File: src/rtl/da_ip_pkg.sv
package da_ip_pkg;
  // Strobes from control to datapath
  typedef struct packed {
    logic load;   // latch samples, clear accumulator
    logic step;   // consume one bit-slice
  } daStrobe_t;

  typedef enum logic [1:0] {
    ST_IDLE = 2'd0,
    ST_RUN  = 2'd1,
    ST_FIN  = 2'd2
  } daState_t;
endpackage

File: src/rtl/da_ip_table.sv
module da_ip_table #(
  parameter int K  = 4,
  parameter int CW = 8,
  parameter logic [K*CW-1:0] COEFS = '0,
  localparam int TW = CW + $clog2(K)
) (
  input  logic [K-1:0]  addr,
  output logic [TW-1:0] word
);
  localparam int DEPTH = 1 << K;

  // Subset sum of the coefficients selected by the address bits
  function automatic logic [TW-1:0] subsetSum(input int a);
    logic [TW-1:0] s;
    s = '0;
    for (int k = 0; k < K; k++)
      if (((a >> k) & 1) == 1) s = s + TW'(COEFS[k*CW +: CW]);
    return s;
  endfunction

  logic [TW-1:0] entries [DEPTH];

  for (genvar g = 0; g < DEPTH; g++) begin : g_entry
    assign entries[g] = subsetSum(g);
  end

  assign word = entries[addr];
endmodule

File: src/rtl/da_ip_datapath.sv
module da_ip_datapath
  import da_ip_pkg::*;
#(
  parameter int K  = 4,
  parameter int N  = 8,
  parameter int CW = 8,
  parameter logic [K*CW-1:0] COEFS = '0,
  localparam int TW = CW + $clog2(K),
  localparam int AW = CW + N + $clog2(K)
) (
  input  logic          clk,
  input  logic          rstN,
  input  daStrobe_t     strobe,
  input  logic [K*N-1:0] samples,
  output logic [AW-1:0] acc
);
  logic [N-1:0]  shiftReg [K];
  logic [K-1:0]  slice;
  logic [TW-1:0] tableWord;

  // Bit-slice: current MSB of every sample
  for (genvar k = 0; k < K; k++) begin : g_slice
    assign slice[k] = shiftReg[k][N-1];
  end

  da_ip_table #(.K(K), .CW(CW), .COEFS(COEFS)) u_table (
    .addr(slice),
    .word(tableWord)
  );

  always_ff @(posedge clk or negedge rstN) begin
    if (!rstN) begin
      for (int k = 0; k < K; k++) shiftReg[k] <= '0;
      acc <= '0;
    end else if (strobe.load) begin
      for (int k = 0; k < K; k++) shiftReg[k] <= samples[k*N +: N];
      acc <= '0;
    end else if (strobe.step) begin
      for (int k = 0; k < K; k++) shiftReg[k] <= shiftReg[k] << 1;
      acc <= (acc << 1) + AW'(tableWord);
    end
  end
endmodule

File: src/rtl/da_ip_ctrl.sv
module da_ip_ctrl
  import da_ip_pkg::*;
#(
  parameter int N = 8
) (
  input  logic      clk,
  input  logic      rstN,
  input  logic      start,
  output daStrobe_t strobe,
  output logic      busy,
  output logic      done
);
  localparam int CNTW = (N > 1) ? $clog2(N) : 1;
  localparam logic [CNTW-1:0] LAST = CNTW'(N - 1);

  daState_t state;
  logic [CNTW-1:0] bitCnt;

  always_comb begin
    strobe.load = (state == ST_IDLE) && start;
    strobe.step = (state == ST_RUN);
  end

  assign busy = (state != ST_IDLE);
  assign done = (state == ST_FIN);

  always_ff @(posedge clk or negedge rstN) begin
    if (!rstN) begin
      state  <= ST_IDLE;
      bitCnt <= '0;
    end else begin
      case (state)
        ST_IDLE: if (start) begin
          state  <= ST_RUN;
          bitCnt <= '0;
        end
        ST_RUN: begin
          bitCnt <= bitCnt + 1'b1;
          if (bitCnt == LAST) state <= ST_FIN;
        end
        ST_FIN:  state <= ST_IDLE;
        default: state <= ST_IDLE;
      endcase
    end
  end
endmodule

File: src/rtl/da_inner_product.sv
module da_inner_product
  import da_ip_pkg::*;
#(
  parameter int K  = 4,
  parameter int N  = 8,
  parameter int CW = 8,
  parameter logic [K*CW-1:0] COEFS = {8'd200, 8'd90, 8'd17, 8'd255},
  localparam int AW = CW + N + $clog2(K)
) (
  input  logic           clk,
  input  logic           rstN,
  input  logic           start,
  input  logic [K*N-1:0] samples,
  output logic           busy,
  output logic           done,
  output logic [AW-1:0]  result
);
  daStrobe_t strobe;

  da_ip_ctrl #(.N(N)) u_ctrl (
    .clk(clk), .rstN(rstN), .start(start),
    .strobe(strobe), .busy(busy), .done(done)
  );

  da_ip_datapath #(.K(K), .N(N), .CW(CW), .COEFS(COEFS)) u_dp (
    .clk(clk), .rstN(rstN), .strobe(strobe),
    .samples(samples), .acc(result)
  );
endmodule

File: config.mk
export PLATFORM = sky130hd
export DESIGN_NAME = da_inner_product
export DESIGN_NICKNAME = d
export VERILOG_FILES = /design/src/rtl/da_ip_pkg.sv /design/src/rtl/da_ip_table.sv /design/src/rtl/da_ip_datapath.sv /design/src/rtl/da_ip_ctrl.sv /design/src/rtl/da_inner_product.sv
export SDC_FILE = /design/constraint.sdc
export NUM_CORES = 1
export LEC_CHECK = 0
export ABC_AREA = 0
export CORE_MARGIN = 2
export CORE_UTILIZATION = 43
export CTS_CLUSTER_DIAMETER = 50
export DETAILED_ROUTE_END_ITERATION = 12
export DONT_BUFFER_PORTS = 1
export SYNTH_ARGS = -nofsm -noshare
export SYNTH_HDL_FRONTEND = slang
export SYNTH_SLANG_ARGS = --single-unit
File: constraint.sdc
create_clock -name clk -period 2.7 [get_ports clk]
set_clock_uncertainty 0.1 [all_clocks]
set_input_delay 0.27 -clock clk [delete_from_list [all_inputs] [get_ports clk]]
set_output_delay 0.27 -clock clk [all_outputs]
set_load 0.01 [all_outputs]
* Word level (Yosys, flattened, before mapping)
Memories as Yosys holds them, arrays and structs flattened. Cells that the tools add are included.
Word-level totals: flip-flop bits (word level) 55, latch bits 0, memory bits (writable) 0, bits in read-only memories 160, bits of input ports 35, output and inout port bits 20, word-level logic and storage cells 35, memories kept 1
Operators by class: add/subtract/negate cells 2, $mul 0, div/mod/pow operators 0, magnitude comparators 1, equal/unequal tests 5, shifts and indexed selects 0, mux-type cells 11, bitwise gates (word level) 1, reduce and logical (&&, ||, !) cells 7
Memory list:
- (no name shown) | words 16, bits a word 10, rd ports 1, clocked after Yosys merged registers in 0, wr ports 0, RTL line da_ip_table.sv:27 | assign word = entries[addr];
Operators with widths (count):
- 2-to-1 mux 32 bit | 2
- 2-to-1 mux 18 bit | 2
- 2-to-1 mux 10 bit | 2
- adder 18 x 10 -> 18 bit | 1
- one-hot mux 3 bit (2 select lines) | 1
- nonzero test 2 bit | 3
- >= comparator 5 bit (second input constant) | 1
- inverter 4 -> 5 bit | 1
- 2-to-1 mux 2 bit | 2
- one-hot mux 2 bit (2 select lines) | 1
- AND reduction 2 bit | 2
- adder 3 x 1 -> 3 bit (second input constant) | 1
- equality test 3 bit (second input constant) | 1
- 2-to-1 mux 3 bit | 1
- equality test 2 x 1 -> 1 bit (second input constant) | 1
- equality test 2 bit (second input constant) | 1
- logical NOT 2 bit | 1
- inequality test 2 x 1 -> 1 bit (second input constant) | 1
- inequality test 2 bit (second input constant) | 1
- logical AND 1 bit | 1

* Longest topological paths before layout
Gate-level depths: netlist (run 1).
depth in word-level cells 7, gate-level depth with buffers 13, gate-level depth less buffers 13

* By module
From an unflattened synthesis (run 1), not the netlist that was laid out.
Second synthesis, totals: cell total of the unflattened synthesis 336, area total of the unflattened synthesis 3206.8 µm²
Modules (own cells, without submodules):
- da_ip_datapath | instances 1, cells each 285, area an instance 2736.4 µm², sequential area each 1251.2 µm²
- da_ip_ctrl | instances 1, cells each 20, area an instance 245.2 µm², sequential area each 125.1 µm²
- da_ip_table | instances 1, cells each 31, area an instance 225.2 µm², sequential area each 0.0 µm²

* Least setup slack after synthesis (run 1)
Ideal clock, no wire load.
path kind flip-flop to flip-flop, from reg u_dp.shiftReg[23] (netlist name), to reg u_dp.acc[17], library setup time 0.069 ns, arrival 2.716 ns, data required time 2.531 ns, setup slack -0.185 ns, cell stages (with the launch flop) 14, path buffers 0, period minus slack after synthesis 2.885 ns, cell sequence dfrtp_1 > inv_1 > ha_1 > nor2b_1 > inv_1 > o21ai_0 > ha_1 > inv_1 > fa_1 > nor2b_4 > o2111ai_2 > and3_4 > or4_1 > nand3_1
On the way: longest elaborated chain between the ends 7
RTL lines:
- start: declaration | RTL line da_ip_datapath.sv:17 | logic [N-1:0] shiftReg [K];
- inverter 4 -> 5 bit (implied by the code) | RTL line da_ip_table.sv:27
- memory (16 x 10 bit)
- 2-to-1 mux 10 bit (implied by the code) (2 in a row) | RTL line da_ip_table.sv:27
- adder 18 x 10 -> 18 bit | RTL line da_ip_datapath.sv:40 | acc <= (acc << 1) + AW'(tableWord);
- 2-to-1 mux 18 bit | RTL line da_ip_datapath.sv:38 | end else if (strobe.step) begin
- 2-to-1 mux 18 bit | RTL line da_ip_datapath.sv:35 | end else if (strobe.load) begin
- end signal: assignment | RTL line da_ip_datapath.sv:40
- end: declaration | RTL line da_ip_datapath.sv:15 | output logic [AW-1:0] acc
No other way between the ends. The select of a mux whose other input is x is not followed. A chain may end at the register's enable or synchronous reset.

* Worst setup path after layout (run 1)
from reg u_dp.shiftReg[23] (netlist name), to reg u_dp.acc[13]
The elaborated chain is that of the path after synthesis.

==> results of run 1 <==
[logic make-up (layout without fill, tap and decap cells)]
logic type,count (synthesis),in the layout,share of synthesized area
muxes,1,1,0.00326
buffers and inverters,29,91,0.0375
and+or+nand+nor,140,140,0.209
xor gates and xnor gates,4,4,0.0114
adders and majority gates,18,18,0.0758
DFF,55,55,0.448
AOI/OAI and AO/OA,89,89,0.215
[layout by cell type (no fill, tap or decap), types with 4 or more instances in the layout]
master and n:
a22oi_1 25, nand2_1 80, nand2b_1 4, nand3_1 7, nor2_4 4, ha_1 11, o21ai_0 12, dlygate4sd3_1 32
ha_2 4, inv_2 4, nor3_1 5, inv_1 7, o211ai_1 5, a221o_1 4, clkbuf_8 5, a22o_1 4
dfrtp_1 53, nor2_1 13, buf_4 38, a21oi_1 5
[registers in the layout, indices dropped and copies added (netlist names)]
signal         cells
u_dp.acc          18
u_dp.shiftReg     32
u_ctrl.bitCnt      3
u_ctrl.state       2
[worst register-to-register path: stages (launching register included)]
cell and delay, ns:
dfrtp_1 0.43, inv_2 0.13, ha_4 0.16, nor2b_4 0.16, inv_2 0.05, o21ai_2 0.05
ha_2 0.20, inv_2 0.04, fa_2 0.36, nor2b_4 0.15, o2111ai_4 0.15, and3_4 0.22
o211a_1 0.20, a211o_1 0.26
[power breakdown]
part / leakage, nW / switching [mW] / internal [mW] / total, mW
Clock: 0.0515 / 0.305 / 0.196 / 0.501
Sequential: 0.691 / 0.387 / 1.21 / 1.60
Combinational: 1.08 / 1.97 / 1.82 / 3.78
[area by class of cell]
type / instances / area [µm²]
clock buffer: 5 / 68.8
clock inverter: 3 / 33.8
fill: 614 / 2800
inverter: 11 / 41.3
multi-input combinational: 252 / 1780
sequential: 55 / 1380
tap: 96 / 120
timing repair buffer: 72 / 644
[metal layers]
metal  track usage  vias up
met4        0.0468        0
met5             0        -
met1         0.282     1329
met3        0.0541        4
li1              -     1330
met2         0.374       77
[stage by stage]
stage               setup TNS, ns  setup WS, ns  area (µm²)  total power, mW
floorplan                -0.00670      -0.00670        3100             3.67
global placement           -0.178       -0.0428        3370             4.65
detailed placement         -0.439        -0.101        3370             4.71
CTS                       -0.0165      -0.00737        3930             5.55
global route                -1.01        -0.157        4070             6.45
finish                    -0.0913       -0.0503        4070             5.89
[path summary, 6_finish.rpt]
kind / startpoint / end / slack [ns] / depth (start not counted)
setup / recovery: u_dp.shiftReg[23]$_DFFE_PN0P_ / u_dp.acc[13]$_DFFE_PN0P_ / -0.05 / 13
hold / removal: samples[15] / u_dp.shiftReg[23]$_DFFE_PN0P_ / 0.03 / 1
setup reg to reg: u_dp.shiftReg[23]$_DFFE_PN0P_ / u_dp.acc[13]$_DFFE_PN0P_ / -0.05 / 13
hold reg to reg: u_dp.shiftReg[10]$_DFFE_PN0P_ / u_dp.shiftReg[10]$_DFFE_PN0P_ / 0.39 / 2
max in group asynchronous: rstN / u_dp.shiftReg[31]$_DFFE_PN0P_ / 1.85 / 2
min in group asynchronous: rstN / u_dp.acc[6]$_DFFE_PN0P_ / 0.40 / 2
[what timing repair did]
action | in CTS | in global routing
gates resized for setup | 16 | 23
buffers inserted | 6 | 5
hold buffers | 33 | 0
endpoints found under the hold margin | 86 | 0
setup endpoints to repair | 8 | 12
pin swaps | 12 | 12
==> results.toml, run 1 <==
[drt]
drt-met1-wl_um = 3460
drc = 0
dr_total_vias = 2740
drtIter0Drc = 147
wl_met2_um = 3950
antenna_left = 0
drt-pass1-iter-count = 4
topRoutingLayerUsed = "met4"
wl_per_cell_um = 16.0
routed_wl_um = 7890
via_per_inst = 5.55
wl_met3_um = 419

[power_and_ir_drop]
vdd_drop_max_uv = 848
powerDensity_nw_per_um2 = 1450
leakagePower_nw = 1.82

[setup_path]
cp_max_fo = 5
cp.required_ns = 2.81
critical_path_class = "reg2reg"
crit_family = "adder cells"
slowest_delay_ns = 0.43
cp_slowest_cell = "dfrtp_1"
crit_path_frequent_cell = "inv_2"
crit_arrival_ns = 2.86
setup.worst_path.end_class = "register"
crit_path_cell_trace = "inv_2, ha_4, nor2b_4, inv_2, o21ai_2, ha_2, inv_2, fa_2, nor2b_4, o2111ai_4, and3_4, o211a_1, a211o_1"
cp-start-kind = "register"
crit_buf_inv = 3

[clocking]
clock_path_buffers = 2
clk-insertion-delay-late_ns = 0.31
clk_pin_slew_ns = 0.11
root_buffer = "clkbuf_8"
cts_buffers = 5
cts_tree = "done"
cts_htree_levels = 2
cts_sinks = 55

[timing]
tightest_slew_ns = 1.07
rsz0062_at_grt = "true"
slew_headroom = 0.287
finalSetupViolations = 3
min_period_over_period = 1.02
fmax_mhz = 364
finalMaxSlewViolations = 0
fin_ws_ns = -0.0503
hold_slack_ns = 0.0306
fin_crit_ns = 2.75
hold_viol = 0

[yosys]
synth-edff-count = 0
yosys.area.top_type = "dfrtp_1"
synthesis.nets = 389
ys_async_sr_fraction = 1.00
synth_commonest_cells = "nand2_1, dfrtp_1, a22oi_1"
synth.top_cell.area_share = 0.448
ys.warnings.count = 0
synth.cell_area_um2 = 3070
synth-seq-cells = 55
synth.area.top_cells = "dfrtp_1, nand2_1, ha_1"
syn_area_per_cell_um2 = 9.14
netlist-cell-type-count = 55
synth.yosys.seq_area_share = 0.448
yosysMostFrequentCell = "nand2_1"
synth-main-ff-cell = "dfrtp_1"
syn_inst = 336

[global_route]
overflow = 0
grt_usage = 0.219
antenna_found_initial = 0
grt_max_degree = 56
grt_pass1_vias = 2775
grt_pass1_wl_um = 13500

[outcome]
status = "finished with violations"
failed_checks = "negative setup slack"

[floorplan]
coreArea_um2 = 6870
die_y_um = 88.5
dieArea_um2 = 7840
rows = 30
pin_count = 55
initial_utilization = 0.447
dieWidth_um = 88.5

[place]
gp_congestion = 0.890
post-dp-hpwl_um = 4910
portBuffers = 0
place_inst = 442

[cells_and_area]
fin_nets = 450
drive_gt1_frac = 0.231
antenna_cells = 0
fin_util = 0.593
instances_no_fill = 494
syn_to_final_growth_pct = 32.5

[run]
maxCapViolCount = 0

[worst_hold_path]
hp-class = "in2reg"
Note: power is estimated with default switching activity, not from simulation.
==> run 2: changes to the inputs <==
CTS_BUF_LIST = sky130_fd_sc_hd__clkbuf_16   (was unset)
==> run 2 against run 1 <==
The flow finishes with violations (negative hold slack, negative setup slack). Register-to-register slack lost 0.04 ns. Critical path depth shrank 2. Die area is the same. Flip-flop and latch count is the same. Total power grew 6.1%. Global-route usage shrank 0.27 points. Count of clock-buffer cells in the layout is the same. Non-clock buffer count shrank 21. Cell count shrank 4.3%. Sequential power is essentially flat. Sequential share of layout area grew 0.70 points. Via count shrank 1.5%.
==> results.toml, run 2 (synthesized netlist as in run 1, its figures left out) <==
[worst_hold_path]
hp-class = "in2reg"

[timing]
tightest_slew_ns = 1.09
min_period_over_period = 1.03
fin_crit_ns = 2.79
fmax_mhz = 358
hold_slack_ns = -0.00377
finalSetupViolations = 5
finalMaxSlewViolations = 0
hold_viol = 2
fin_ws_ns = -0.0921
slew_headroom = 0.273
rsz0062_at_grt = "true"

[cells_and_area]
largest-register = "u_dp.shiftReg"
layout_common_cells = "nand2_1, dfrtp_1, buf_4"
seqCellArea_um2 = 1380
largestRegisters = "u_dp.shiftReg x32, u_dp.acc x18, u_ctrl.bitCnt x3"
fin_nets = 429
syn_to_final_growth_pct = 29.9
antenna_cells = 0
multi_input_area_um2 = 1850
layout_commonest_cell = "nand2_1"
fin_util = 0.581
fillers = 610
largest_reg_flops = 32
drive_gt1_frac = 0.247
instances_no_fill = 473
design_area_um2 = 3990

[global_route]
grt_max_degree = 56
overflow = 0
antenna_found_initial = 0
grt_pass1_vias = 2709
grt_usage = 0.216
grt_pass1_wl_um = 13300

[setup_path]
cp-start-kind = "register"
cp.required_ns = 2.78
crit_buf_inv = 1
slowest_delay_ns = 0.42
crit_arrival_ns = 2.87
critical_path_class = "reg2reg"
cp_max_fo = 6
crit_path_cell_trace = "buf_6, ha_4, or3_4, o211ai_1, o21ai_1, ha_1, a21o_1, a21oi_2, a21boi_4, and4_1, or3_1"
cp_slowest_cell = "dfrtp_1"
crit_family = "simple AND/OR/NAND/NOR gates"
setup.worst_path.end_class = "register"

[outcome]
failed_checks = "negative hold slack, negative setup slack"
status = "finished with violations"

[drt]
antenna_left = 0
drt-pass1-iter-count = 4
via_per_inst = 5.71
routed_wl_um = 8030
dr_total_vias = 2700
wl_per_cell_um = 17.0
drtIter0Drc = 184
drc = 0

[place]
portBuffers = 0
gp_congestion = 0.890
post_dp_cell_area_um2 = 3370
post-dp-hpwl_um = 4910
place_inst = 442

[floorplan]
pin_count = 55
rows = 30
dieWidth_um = 88.5
coreArea_um2 = 6870
die_y_um = 88.5
dieArea_um2 = 7840
initial_utilization = 0.447

[clocking]
cts_buffers = 5
cts_sinks = 55
clk_pin_slew_ns = 0.08
clk-insertion-delay-late_ns = 0.30
clock_path_buffers = 2
cts_tree = "done"
cts_htree_levels = 2
root_buffer = "clkbuf_16"

[power_and_ir_drop]
vdd_drop_max_uv = 904
powerDensity_nw_per_um2 = 1570
leakagePower_nw = 1.78

[run]
maxCapViolCount = 0
## run 2: changes by cell type in the layout (fill, tap and decap cells not counted), sizes merged
cell / before / now
dlygate4sd3: 32 / 11
## run 2: per-stage QoR
| stage | setup WS (ns) | total power, mW | TNS [ns] |
|---|---|---|---|
| 3_5_place_dp | -0.101 | 4.71 | -0.439 |
| 6_report | -0.0921 | 6.24 | -0.303 |
| 2_1_floorplan | -0.00670 | 3.67 | -0.00670 |
| 4_1_cts | -0.0307 | 5.68 | -0.112 |
| 3_3_place_gp | -0.0428 | 4.65 | -0.178 |
| 5_1_grt | -0.202 | 6.80 | -1.35 |
## run 2: area by class of cell
cell class / instances / area share
clock buffer: 5 / 0.0314
multi-input combinational: 252 / 0.464
timing repair buffer: 51 / 0.110
tap: 96 / 0.0301
clock inverter: 3 / 0.00847
inverter: 11 / 0.0110
sequential: 55 / 0.346
## run 2: per-layer routing
| layer | vias up | routed length [µm] | part of all wire | GRT usage |
|---|---|---|---|---|
| met5 | - | 0 | 0 | 0 |
| met4 | 0 | 76 | 0.0095 | 0.0702 |
| met3 | 8 | 491 | 0.061 | 0.0513 |
| met2 | 73 | 3970 | 0.49 | 0.355 |
| met1 | 1331 | 3490 | 0.43 | 0.282 |
| li1 | 1288 | - | - | - |
## run 2: final timing paths
check / slack, ns / endpoint / startpoint / depth (start not counted)
min in group asynchronous: 0.41 / u_dp.acc[1]$_DFFE_PN0P_ / rstN / 2
hold reg to reg: 0.38 / u_dp.shiftReg[27]$_DFFE_PN0P_ / u_dp.shiftReg[27]$_DFFE_PN0P_ / 2
setup / recovery: -0.09 / u_dp.acc[10]$_DFFE_PN0P_ / u_dp.shiftReg[23]$_DFFE_PN0P_ / 11
hold / removal: -0.004 / u_dp.shiftReg[6]$_DFFE_PN0P_ / samples[30] / 2
max in group asynchronous: 1.84 / u_dp.shiftReg[31]$_DFFE_PN0P_ / rstN / 2
setup reg to reg: -0.09 / u_dp.acc[10]$_DFFE_PN0P_ / u_dp.shiftReg[23]$_DFFE_PN0P_ / 11
## run 2: what timing repair did
item,4_1_cts,5_1_grt
cloned,0,0
pin swaps,10,17
buffers inserted,6,5
endpoints found under the setup margin,8,12
hold buffers,12,0
gates resized for setup,13,33
hold endpoints to repair,65,0
## run 2: power by group
part           internal (mW)  switching (mW)
clock                  0.358           0.334
combinational           1.89            2.05
sequential              1.22           0.397
total                   3.47            2.78
## run 2: worst register-to-register path: cells and delay by family (launching register included)
family | cells | cell delay, ns
AO/OA/AOI/OAI | 5 | 0.64
adder cells (fa/ha/maj) | 2 | 0.52
buffers and inverters | 1 | 0.14
flip-flops | 1 | 0.42
AND/OR/NAND/NOR | 3 | 0.86
==> run 3: changes to the inputs <==
CAP_MARGIN = 20   (was unset)
PLACE_DENSITY = 0.6   (was unset)
SKIP_CTS_REPAIR_TIMING = 1   (was unset)
==> run 3 against run 2 <==
The flow still finishes with violations (negative hold slack, negative setup slack). Non-clock buffer count is 9 lower. Combinational power decreased by 6.3%. Maximum frequency rose by 0.53%. Setup slack better by 0.015 ns. Total power down 4.4%. Wire length decreased by 4.7%. Core utilization down 2.6 points. Count of clock-buffer cells in the layout is the same. Via count decreased by 1.7%. Largest power group unchanged.
==> results.toml, run 3 (synthesized netlist as in run 1, its figures left out) <==
[timing]
fin_ws_ns = -0.0775
hold_viol = 2
fin_crit_ns = 2.78
hold_slack_ns = -0.00986
tns_ns = -0.180
min_period_over_period = 1.03
tightest_slew_ns = 1.07
fmax_mhz = 360
finalSetupViolations = 3
slew_headroom = 0.288
finalMaxSlewViolations = 0
rsz0062_at_grt = "true"

[clocking]
clk_pin_slew_ns = 0.08
clock_path_buffers = 2
root_buffer = "clkbuf_16"
cts_buffers = 5
cts_tree = "done"
clk-insertion-delay-late_ns = 0.30
cts_htree_levels = 2
cts_sinks = 55

[run]
maxCapViolCount = 0

[power_and_ir_drop]
pwr-share-comb = 0.618
vdd_drop_max_uv = 864
p_clk_frac = 0.115
pwr-share-seq = 0.267
finalPower_mw = 5.97
intPower_mw = 3.32
powerDensity_nw_per_um2 = 1570
p_sw_mw = 2.65
leakagePower_nw = 1.72
switching_share = 0.444

[drt]
drtIter0Drc = 171
wl_per_cell_um = 16.5
drt-met1-wl_um = 3330
dr_total_vias = 2654
drt-pass1-iter-count = 4
wl_met3_um = 465
antenna_left = 0
drc = 0
topRoutingLayerUsed = "met4"
wl_met2_um = 3750
via_per_inst = 5.72
routed_wl_um = 7650

[global_route]
overflow = 0
grt_pass1_vias = 2613
grt_usage = 0.206
antenna_found_initial = 0
grt_max_degree = 56
grt_pass1_wl_um = 12700

[floorplan]
die_y_um = 88.5
dieArea_um2 = 7840
pin_count = 55
coreArea_um2 = 6870
rows = 30
initial_utilization = 0.447
dieWidth_um = 88.5

[setup_path]
crit_path_cell_trace = "inv_2, ha_4, nor2b_4, inv_2, o21ai_2, ha_2, inv_2, fa_2, nor2b_4, o2111ai_4, and3_4, o211a_1, a211o_1"
crit_arrival_ns = 2.86
critical_path_class = "reg2reg"
cp-start-kind = "register"
ff2ff_path_depth = 13
slowest_delay_ns = 0.40
cp_slowest_cell = "dfrtp_1"
cp.required_ns = 2.78
setup.worst_path.end_class = "register"
crit_path_frequent_cell = "inv_2"
cp_max_fo = 5

[worst_hold_path]
hp-class = "in2reg"
hold_depth = 2

[cells_and_area]
seqCellArea_um2 = 1380
fin_nets = 420
drive_gt1_frac = 0.220
multi_input_area_um2 = 1760
largest_reg_flops = 32
layout_common_cells = "nand2_1, dfrtp_1, buf_4"
largest-register = "u_dp.shiftReg"
fin_util = 0.555
antenna_cells = 0
fillers = 637
largestRegisters = "u_dp.shiftReg x32, u_dp.acc x18, u_ctrl.bitCnt x3"
syn_to_final_growth_pct = 24.1
layout_commonest_cell = "nand2_1"

[outcome]
status = "finished with violations"
failed_checks = "negative hold slack, negative setup slack"

[place]
gp_congestion = 0.890
post-dp-hpwl_um = 4910
portBuffers = 0
-- run 3: metal layers --
layer  track usage  vias up
met1         0.270     1313
li1              -     1272
met3        0.0578       10
met5             0        -
met4        0.0565        0
met2         0.338       59
-- run 3: critical path, delay by kind of cell (launching register included) --
kind / cells / cell delay [ns]
flip-flops: 1 / 0.40
AO/OA/AOI/OAI: 4 / 0.67
buffers and inverters: 3 / 0.23
AND/OR/NAND/NOR: 3 / 0.52
adder cells (fa/ha/maj): 3 / 0.74
-- run 3: worst paths after layout --
path	start	end	slack [ns]
max	u_dp.shiftReg[23]$_DFFE_PN0P_	u_dp.acc[13]$_DFFE_PN0P_	-0.08
min	samples[24]	u_dp.shiftReg[0]$_DFFE_PN0P_	-0.01
max reg2reg	u_dp.shiftReg[23]$_DFFE_PN0P_	u_dp.acc[13]$_DFFE_PN0P_	-0.08
min reg2reg	u_dp.shiftReg[21]$_DFFE_PN0P_	u_dp.shiftReg[21]$_DFFE_PN0P_	0.38
max in group asynchronous	rstN	u_dp.shiftReg[15]$_DFFE_PN0P_	1.82
min in group asynchronous	rstN	u_dp.shiftReg[22]$_DFFE_PN0P_	0.38
-- run 3: power by group through the flow --
| stage | registers, mW | logic (mW) | clock network [mW] |
|---|---|---|---|
| final | 1.59 | 3.69 | 0.689 |
| after global routing | 1.66 | 4.15 | 0.740 |
| after CTS | 1.59 | 3.14 | 0.710 |
| after detailed placement | 1.61 | 3.11 | 0 |
| after global placement | 1.60 | 3.06 | 0 |
| after floorplan | 1.51 | 2.16 | 0 |
-- run 3: layout make-up --
| cell class | instances | area share |
|---|---|---|
| clock buffers | 5 | 0.0328 |
| clock inverters | 3 | 0.00886 |
| inverters | 11 | 0.0108 |
| multi-input cells | 252 | 0.462 |
| flip-flops and latches | 55 | 0.362 |
| well taps | 96 | 0.0315 |
| repair buffers | 42 | 0.0922 |
-- run 3: through the flow --
| step | cells | cell area (µm²) | setup slack [ns] |
|---|---|---|---|
| finish | 464 | 3810 | -0.0775 |
| global route | 464 | 3810 | -0.206 |
| CTS | 450 | 3530 | -0.117 |
| detailed placement | 442 | 3370 | -0.101 |
| global placement | 442 | 3370 | -0.0428 |
| floorplan | 336 | 3100 | -0.00670 |
